`config.mk`:
```
export PLATFORM = sky130hd
export DESIGN_NAME = rtc_regbank
export DESIGN_NICKNAME = d
export VERILOG_FILES = /design/src/rtl/rtc_regbank_pkg.sv /design/src/rtl/rtc_alarm_match.sv /design/src/rtl/rtc_irq_flags.sv /design/src/rtl/rtc_regbank.sv
export SDC_FILE = /design/constraint.sdc
export NUM_CORES = 2
export LEC_CHECK = 0
export BUFFER_PORTS_ARGS = -buffer_cell sky130_fd_sc_hd__buf_2
export CORE_MARGIN = 8
export CORE_UTILIZATION = 34
export CTS_BUF_LIST = sky130_fd_sc_hd__clkbuf_2 sky130_fd_sc_hd__clkbuf_4 sky130_fd_sc_hd__clkbuf_8
export DETAILED_ROUTE_END_ITERATION = 6
export PLACE_DENSITY = 0.59
export SYNTH_ARGS = -nofsm -noshare
export SYNTH_HDL_FRONTEND = slang
export SYNTH_SLANG_ARGS = --single-unit
```
`constraint.sdc`:
```
create_clock -name clk -period 3.5 [get_ports clk]
set_input_delay 0.175 -clock clk [delete_from_list [all_inputs] [get_ports clk]]
set_output_delay 0.175 -clock clk [all_outputs]
set_load 0.05 [all_outputs]
```
`src/rtl/rtc_regbank_pkg.sv`:
```
package rtc_regbank_pkg;

    // fixed locations
    localparam int RTC_IDX_SEC    = 0;
    localparam int RTC_IDX_SEC_AL = 1;
    localparam int RTC_IDX_MIN    = 2;
    localparam int RTC_IDX_MIN_AL = 3;
    localparam int RTC_IDX_HR     = 4;
    localparam int RTC_IDX_HR_AL  = 5;
    localparam int RTC_IDX_A      = 10;
    localparam int RTC_IDX_B      = 11;
    localparam int RTC_IDX_C      = 12;
    localparam int RTC_IDX_D      = 13;

    // register A
    localparam int A_UIP = 7;

    // register B
    localparam int B_SET  = 7;
    localparam int B_PIE  = 6;
    localparam int B_AIE  = 5;
    localparam int B_UIE  = 4;
    localparam int B_SQWE = 3;

    // register C
    localparam int C_IRQF = 7;
    localparam int C_PF   = 6;
    localparam int C_AF   = 5;
    localparam int C_UF   = 4;

    // power-up contents
    localparam logic [7:0] POR_A = 8'h26;
    localparam logic [7:0] POR_B = 8'h02;
    localparam logic [7:0] POR_C = 8'h00;
    localparam logic [7:0] POR_D = 8'h80;

    // bits of B cleared by soft reset
    localparam logic [7:0] B_SOFT_CLR = 8'((1 << B_PIE) | (1 << B_AIE) | (1 << B_SQWE));

    // an alarm byte with both top bits set matches anything
    function automatic logic alarm_field_hit(input logic [7:0] alarm_byte,
                                             input logic [7:0] now_byte);
        return (alarm_byte[7:6] == 2'b11) || (alarm_byte == now_byte);
    endfunction

endpackage

```
`src/rtl/rtc_alarm_match.sv`:
```
module rtc_alarm_match
    import rtc_regbank_pkg::*;
#(
    parameter int NFIELD = 3,
    parameter int DW     = 8
) (
    input  logic [NFIELD-1:0][DW-1:0] alarm_bytes,
    input  logic [NFIELD-1:0][DW-1:0] now_bytes,
    output logic                      all_hit
);

    logic [NFIELD-1:0] field_hit;

    for (genvar f = 0; f < NFIELD; f++) begin : g_field
        always_comb begin
            field_hit[f] = alarm_field_hit(alarm_bytes[f], now_bytes[f]);
        end
    end

    always_comb begin
        all_hit = &field_hit;
    end

endmodule

```
`src/rtl/rtc_irq_flags.sv`:
```
module rtc_irq_flags
    import rtc_regbank_pkg::*;
#(
    parameter int DW = 8
) (
    input  logic [DW-1:0] flags_q,
    input  logic          rd_clear,
    input  logic          soft_clr,
    input  logic          upd_end,
    input  logic          alarm_hit,
    input  logic          tick,
    input  logic          en_pie,
    input  logic          en_aie,
    input  logic          en_uie,
    output logic [DW-1:0] flags_d
);

    logic [DW-1:0] base;
    logic [DW-1:0] set_mask;

    always_comb begin
        // clear-on-read happens first so a same-cycle event survives
        base     = rd_clear ? '0 : flags_q;
        set_mask = '0;
        if (upd_end) begin
            set_mask[C_UF] = 1'b1;
            if (en_uie) begin
                set_mask[C_IRQF] = 1'b1;
            end
            if (en_aie && alarm_hit) begin
                set_mask[C_AF]   = 1'b1;
                set_mask[C_IRQF] = 1'b1;
            end
        end
        if (tick && en_pie) begin
            set_mask[C_PF]   = 1'b1;
            set_mask[C_IRQF] = 1'b1;
        end
        flags_d = soft_clr ? '0 : (base | set_mask);
    end

endmodule

```
`src/rtl/rtc_regbank.sv`:
```
module rtc_regbank
    import rtc_regbank_pkg::*;
#(
    parameter int LOC_N = 128,
    parameter int DW    = 8
) (
    input  logic          clk,
    input  logic          por_n,
    input  logic          rst_n,
    input  logic          bus_wr,
    input  logic          bus_rd,
    input  logic          bus_addr,
    input  logic [DW-1:0] bus_wdata,
    output logic [DW-1:0] bus_rdata,
    input  logic          upd_begin,
    input  logic          upd_end,
    input  logic          tick,
    input  logic [DW-1:0] cur_sec,
    input  logic [DW-1:0] cur_min,
    input  logic [DW-1:0] cur_hour,
    output logic [DW-1:0] cfg_a,
    output logic [DW-1:0] cfg_b,
    output logic          irq
);

    localparam int IDX_W   = $clog2(LOC_N);
    localparam int NALARM  = 3;

    typedef logic [IDX_W-1:0] idx_t;

    localparam idx_t IDX_A = idx_t'(RTC_IDX_A);
    localparam idx_t IDX_B = idx_t'(RTC_IDX_B);
    localparam idx_t IDX_C = idx_t'(RTC_IDX_C);
    localparam idx_t IDX_D = idx_t'(RTC_IDX_D);

    typedef struct packed {
        logic [LOC_N-1:0][DW-1:0] mem;
        idx_t                     idx;
        logic                     irq;
    } state_t;

    state_t st_d, st_q;

    logic                     rd_c;
    logic                     set_mode;
    logic                     alarm_hit;
    logic [DW-1:0]            flags_next;
    logic [NALARM-1:0][DW-1:0] alarm_bytes;
    logic [NALARM-1:0][DW-1:0] now_bytes;

    // register views shared with neighbours and the checker
    logic [DW-1:0] reg_a_q, reg_b_q, reg_c_q, reg_d_q;
    idx_t          idx_q;

    always_comb begin
        reg_a_q = st_q.mem[RTC_IDX_A];
        reg_b_q = st_q.mem[RTC_IDX_B];
        reg_c_q = st_q.mem[RTC_IDX_C];
        reg_d_q = st_q.mem[RTC_IDX_D];
        idx_q   = st_q.idx;
    end

    always_comb begin
        alarm_bytes = {st_q.mem[RTC_IDX_HR_AL], st_q.mem[RTC_IDX_MIN_AL], st_q.mem[RTC_IDX_SEC_AL]};
        now_bytes   = {cur_hour, cur_min, cur_sec};
    end

    rtc_alarm_match #(
        .NFIELD (NALARM),
        .DW     (DW)
    ) u_alarm (
        .alarm_bytes (alarm_bytes),
        .now_bytes   (now_bytes),
        .all_hit     (alarm_hit)
    );

    always_comb begin
        rd_c = bus_rd && bus_addr && (st_q.idx == IDX_C);
    end

    rtc_irq_flags #(
        .DW (DW)
    ) u_flags (
        .flags_q   (st_q.mem[RTC_IDX_C]),
        .rd_clear  (rd_c),
        .soft_clr  (!rst_n),
        .upd_end   (upd_end),
        .alarm_hit (alarm_hit),
        .tick      (tick),
        .en_pie    (st_q.mem[RTC_IDX_B][B_PIE]),
        .en_aie    (st_q.mem[RTC_IDX_B][B_AIE]),
        .en_uie    (st_q.mem[RTC_IDX_B][B_UIE]),
        .flags_d   (flags_next)
    );

    // next-state computation
    always_comb begin
        st_d     = st_q;
        set_mode = 1'b0;

        // bus stage
        if (bus_wr) begin
            if (!bus_addr) begin
                st_d.idx = bus_wdata[IDX_W-1:0];
            end else if (st_q.idx == IDX_A) begin
                st_d.mem[RTC_IDX_A] = {st_q.mem[RTC_IDX_A][A_UIP], bus_wdata[A_UIP-1:0]};
            end else if (st_q.idx == IDX_B) begin
                if (bus_wdata[B_SET]) begin
                    st_d.mem[RTC_IDX_B]        = bus_wdata & ~(DW'(1) << B_UIE);
                    st_d.mem[RTC_IDX_A][A_UIP] = 1'b0;
                end else begin
                    st_d.mem[RTC_IDX_B] = bus_wdata;
                end
            end else if ((st_q.idx == IDX_C) || (st_q.idx == IDX_D)) begin
                st_d.mem = st_q.mem;
            end else begin
                st_d.mem[st_q.idx] = bus_wdata;
            end
        end

        // calendar stage
        set_mode = st_d.mem[RTC_IDX_B][B_SET];
        if (upd_begin && !set_mode) begin
            st_d.mem[RTC_IDX_A][A_UIP] = 1'b1;
        end
        if (upd_end) begin
            st_d.mem[RTC_IDX_A][A_UIP] = 1'b0;
            if (!set_mode) begin
                st_d.mem[RTC_IDX_SEC] = cur_sec;
                st_d.mem[RTC_IDX_MIN] = cur_min;
                st_d.mem[RTC_IDX_HR]  = cur_hour;
            end
        end

        // flag stage
        st_d.mem[RTC_IDX_C] = flags_next;
        if (!rst_n) begin
            st_d.mem[RTC_IDX_B] = st_d.mem[RTC_IDX_B] & ~B_SOFT_CLR;
        end
        st_d.irq = flags_next[C_IRQF];
    end

    always_ff @(posedge clk or negedge por_n) begin
        if (!por_n) begin
            st_q                <= '0;
            st_q.mem[RTC_IDX_A] <= POR_A;
            st_q.mem[RTC_IDX_B] <= POR_B;
            st_q.mem[RTC_IDX_C] <= POR_C;
            st_q.mem[RTC_IDX_D] <= POR_D;
        end else begin
            st_q <= st_d;
        end
    end

    always_comb begin
        bus_rdata = bus_addr ? st_q.mem[st_q.idx] : {DW{1'b1}};
        cfg_a     = st_q.mem[RTC_IDX_A];
        cfg_b     = st_q.mem[RTC_IDX_B];
        irq       = st_q.irq;
    end

endmodule

```
# After elaboration in Yosys (flattened, before gate mapping)
# Cells that the tools add are included.
[totals]
n_memories = 0
latchBits = 0
ff_bits = 1032
word_cells = 211
ram_bits = 0
rom_bits = 0
[classes]
magnitude_cmp = 2
eq_ne = 19
n_addsub = 0
bitwise = 5
shifts = 0
mux = 34
reduce_logical = 19
n_mul = 0
div_mod_pow = 0
[op_table]
columns = ["operator", "count"]
rows = [
  ["$bwmux 1024", 1],
  ["$mux 96", 2],
  ["$mux 8", 14],
  ["$mux 103", 1],
  ["$mux 87", 1],
  ["$mux 80", 1],
  ["$bmux 8 s7", 1],
  ["$demux 8 s7", 1],
  ["$eq 7x4->1 const B", 4],
  ["$eq 8x8->1", 3],
  ["$mux 7", 2],
  ["$reduce_and 5->1", 2],
  ["$mux 9", 1],
  ["$lt 7x8->1 const B", 1],
  ["$ne 4x3->1 const B", 2],
  ["$or 8x8->8", 1],
  ["$reduce_and 4->1", 2],
  ["$ge 7x1->1 const B", 1],
  ["$mux 1", 7],
  ["$eq 2x2->1 const B", 3],
  ["$logic_and 1x1->1", 6],
  ["$ne 2x2->1 const B", 3],
  ["$reduce_bool 3->1", 2],
  ["$logic_or 1x1->1", 4],
  ["8 further kinds", 13],
]

# Longest topological paths before layout
[logic_depth]
word_depth = 14
depth_mapped = 11

# Modules after synthesis
# Synthesis repeated with hierarchy kept, for this count alone.
[hier_totals]
hier_cells = 3438
area_unflattened_um2 = 47544.3
[modules_own_cells]
columns = ["mod", "cells_each", "area_each_um2", "n_inst"]
rows = [
  ["rtc_regbank", 3387, 47152.7, 1],
  ["rtc_alarm_match", 34, 280.3, 1],
  ["rtc_irq_flags", 17, 111.4, 1],
]

# Least setup slack after synthesis
# No wires, ideal clock.
[synth_timing]
path_type = "reg-to-output"
startpoint = "register st_q, in the netlist idx_q[0]"
endpoint = "output bus_rdata[1]"
path_buffers = 4
path_slack_ns = 0.343
stages_incl_launch_ff = 11
t_arrival_ns = 2.982
cell_sequence = "dfrtp_1 buf_6 buf_4 buf_4 nor3b_4 buf_2 nand2_1 o2111ai_1 o211ai_1 a21o_1 a21boi_0"
[synth_via]
elab_chain_len = 3
[synth_lines]
columns = ["element", "line", "rtl"]
rows = [
  ["from (decl)", "rtc_regbank.sv:42", "state_t st_d, st_q;"],
  ["from (signal assigned)", "rtc_regbank.sv:151", "st_q <= st_d;"],
  ["$bmux 8 s7", "rtc_regbank.sv:156", "bus_rdata = bus_addr ? st_q.mem[st_q.idx] : {DW{1'b1}};"],
  ["$mux 8 (implied by the code)", "rtc_regbank.sv:156", ""],
  ["$mux 8", "rtc_regbank.sv:156", ""],
  ["to (decl)", "rtc_regbank.sv:14", "output logic [DW-1:0] bus_rdata,"],
]
# No other way between the ends. The select of a mux whose other input is x is not followed.

# Final worst setup path
[layout_timing]
startpoint = "register st_q, in the netlist idx_q[0]"
endpoint = "output bus_rdata[0]"
# Same word-level chain as after synthesis.

==> metrics.md <==
| Metric | Value |
|---|---|
| Outcome | finished, violations left |
| Failing checks | negative setup slack |
| Clk root buf | clkbuf_8 |
| Fraction of registers with async set/reset | 1.00 |
| Fin. Hold Viols | 0 |
| Cell Pwr Density | 541 nW/um2 |
| Placed Area | 51800 um2 |
| Syn Nets | 3472 |
| Die height | 391 um |
| Worst Path Buf+Inv | 6 |
| Iter 0 DRT Violations | 3023 |
| Worst skew pair latency | 900 ps |
| Clock sink count | 1027 |
| Max frequency | 250 MHz |
| Final period utilization | 1.14 |
| CTS max path bufs | 3 |
| Worst slew pin tran | 1180 ps |
| Worst Setup Start Kind | flop |
| Crit-path cells | buf_12 > buf_6 > buf_12 > buf_12 > mux4_2 > mux4_2 > a21oi_4 > nand4b_1 > buf_6 > buf_12 |
| Post-layout util | 0.408 |
| Final-layout fill cell count | 13000 |
| Register area | 25700 um2 |
| Drt total wl | 152000 um |
| Combinational Power Share | 0.182 |
| Placeable core area | 140000 um2 |
| MaxCap Viol Count | 0 |
| Die width | 391 um |
| Multi-input gate area | 21100 um2 |
| Largest net degree at the start of global routing | 100 |
| Area contributors post-synth | dfrtp_1, mux2_2, mux4_2 |
| Post-synth EDFFs | 0 |
| Syn Inst Count | 3431 |
| Minimum clock period | 4000 ps |
| Drc violations | 0 |
| Worst Setup Slack, final | -501 ps |
| Peak supply drop | 0.452 mV |
| Final setup vio count | 8 |
| Vias per inst | 5.55 |
| Area leader, netlist | dfrtp_1 |
| # IOs | 66 |
| Clock Power Share | 0.377 |
| First-pass GRT wire length | 228000 um |
| Synth cell types | 78 |
| P_sw | 0.00889 W |
| TritonCTS clock tree | done |
| Avg Inst Size Synth | 14.0 um2 |
| Final Cell Area | 57000 um2 |
| Layout area overhead | 19.1% |
| Critical path's slowest cell | mux4_2 |
| CP max FO | 6 |
| Clk slew on worst S/H paths | 60 ps |
| Total power | 0.0308 W |
| Post-synth top cells | mux2_2, dfrtp_1, clkbuf_1 |
| RSZ-0062 raised after global routing | true |
| Ys Warns | 0 |
| Crit path required time | 3320 ps |
| Seq pwr share | 0.441 |
| Syn Std Cell Area | 47900 um2 |
| Layout cells sized above 1 | 0.523 |
| Sw Share | 0.288 |
| Die area | 153000 um2 |
| Congestion Overflow GR | 0 |
| Delay of the slowest critical-path stage | 570 ps |
| Vias in the first global route | 32900 |
| CP arrival | 3830 ps |
| Relative slew slack | 0.216 |
| Worst min path class | input pin to flop |
| Total GRT Usage | 0.196 |
| Fin Clk Skew | 51.6 ps |
| Initial Utilization | 0.343 |
| Final Net Count | 3762 |
| Top_reg_cell synth | dfrtp_1 |
| Critical path class | flop to output port |
| Port buffer count | 65 |
| Yosys top cell area share | 0.534 |
| Post-synthesis sequential area ratio | 0.537 |
| Fin cells | 5731 |
| CTS HTree Levels | 4 |
| Cell with the most instances after synthesis | mux2_2 |
| DR vias | 31800 |
| Flops & latches, synth | 1027 |
| GP Congestion | 0.884 |
| Final slew viol count | 0 |
| Delay-heaviest family, CP | multiplexers |
| Worst setup EP type | output port |
| # placed instances | 5334 |
| CTS Buf Count | 178 |
| Pint | 0.0220 W |
| Most frequent CP cell | buf_12 |
| Antenna Nets Post-Route | 0 |
| WL per Instance | 26.6 um |
| Row Count | 137 |
| Drt pass-1 iters | 5 |
| DP HPWL | 97000 um |
| Leakage | 26.5 nW |
| Initial antenna violation count | 5 |
[state kept, by name, indices dropped and copies added, names as in the netlist]
register,count
alarm_bytes,24
idx_q,7
cfg_a,8
cfg_b,8
irq,1
st_q,968
reg_d_q,8
reg_c_q,3
[per-stage QoR]
step	TNS [ps]	hold WS [ps]	setup slack, ps
after floorplan	0	-121	343
after global placement	-4.25	357	-4.25
after detailed placement	-18.4	359	-18.4
after CTS	-3760	7.41	-522
after global routing	-3950	48.5	-539
final	-3480	58.1	-501
[cells by family after synthesis]
kind of cell,synth area share
multiplexers,0.322
flip-flops,0.537
AO/OA/AOI/OAI,0.0676
AND/OR/NAND/NOR,0.0405
buffers and inverters,0.0291
XOR/XNOR,0.00439
[cell type report]
cell class              instances  area share
flip-flops and latches       1027       0.451
multi-input cells            2107       0.371
repair buffers                398      0.0703
clock buffers                 286      0.0618
well taps                    1876      0.0412
clock inverters                23     0.00421
inverters                       9    0.000614
diodes                          5    0.000219
[routing by layer]
layer | routed length (um) | up-vias | global-route usage
li1 | - | 13400 | -
met5 | 27 | - | 0
met1 | 68200 | 16900 | 0.279
met4 | 4740 | 6 | 0.0673
met3 | 10700 | 303 | 0.0442
met2 | 68600 | 1164 | 0.295
[final timing paths]
| kind | start | end | slack, ps | cells past startpoint |
|---|---|---|---|---|
| min in group asynchronous | por_n | st_q[414] | 510 | 3 |
| max in group asynchronous | por_n | st_q[765] | 1910 | 5 |
| worst max register to register | idx_q[3] | st_q[243] | 380 | 7 |
| worst min register to register | reg_d_q[7] | reg_d_q[7] | 370 | 0 |
| worst min-delay path | bus_wdata[2] | st_q[946] | 60 | 2 |
| worst max-delay path | idx_q[0] | bus_rdata[0] | -500 | 10 |
[repair_timing]
action                     4_1_cts  5_1_grt
setup endpoints to repair        8        8
hold buffers                    41        0
hold endpoints to repair       370        0
cloned                           7        0
gates resized for setup        101       20
buffers inserted                29       10
pin swaps                       16        9
[power by group through the flow]
stage / clock network [W] / logic [W] / registers (W)
after floorplan: 0 / 0.00309 / 0.0135
after global placement: 0 / 0.00506 / 0.0138
after detailed placement: 0 / 0.00513 / 0.0138
after CTS: 0.0119 / 0.00554 / 0.0136
after global routing: 0.0124 / 0.00589 / 0.0137
final: 0.0116 / 0.00562 / 0.0136
[cell usage in the layout, fill, tap and decap left out, types with 48 or more instances in the layout]
cell	n
o21ai_0	79
buf_12	56
mux4_2	109
nand2_1	122
buf_2	48
clkbuf_4	66
clkbuf_8	220
mux2_2	1053
mux2i_1	95
dfrtp_1	1018
a221oi_1	127
buf_4	225
nor2_1	64
nor2_2	92
(Power assumes the default switching activity.)
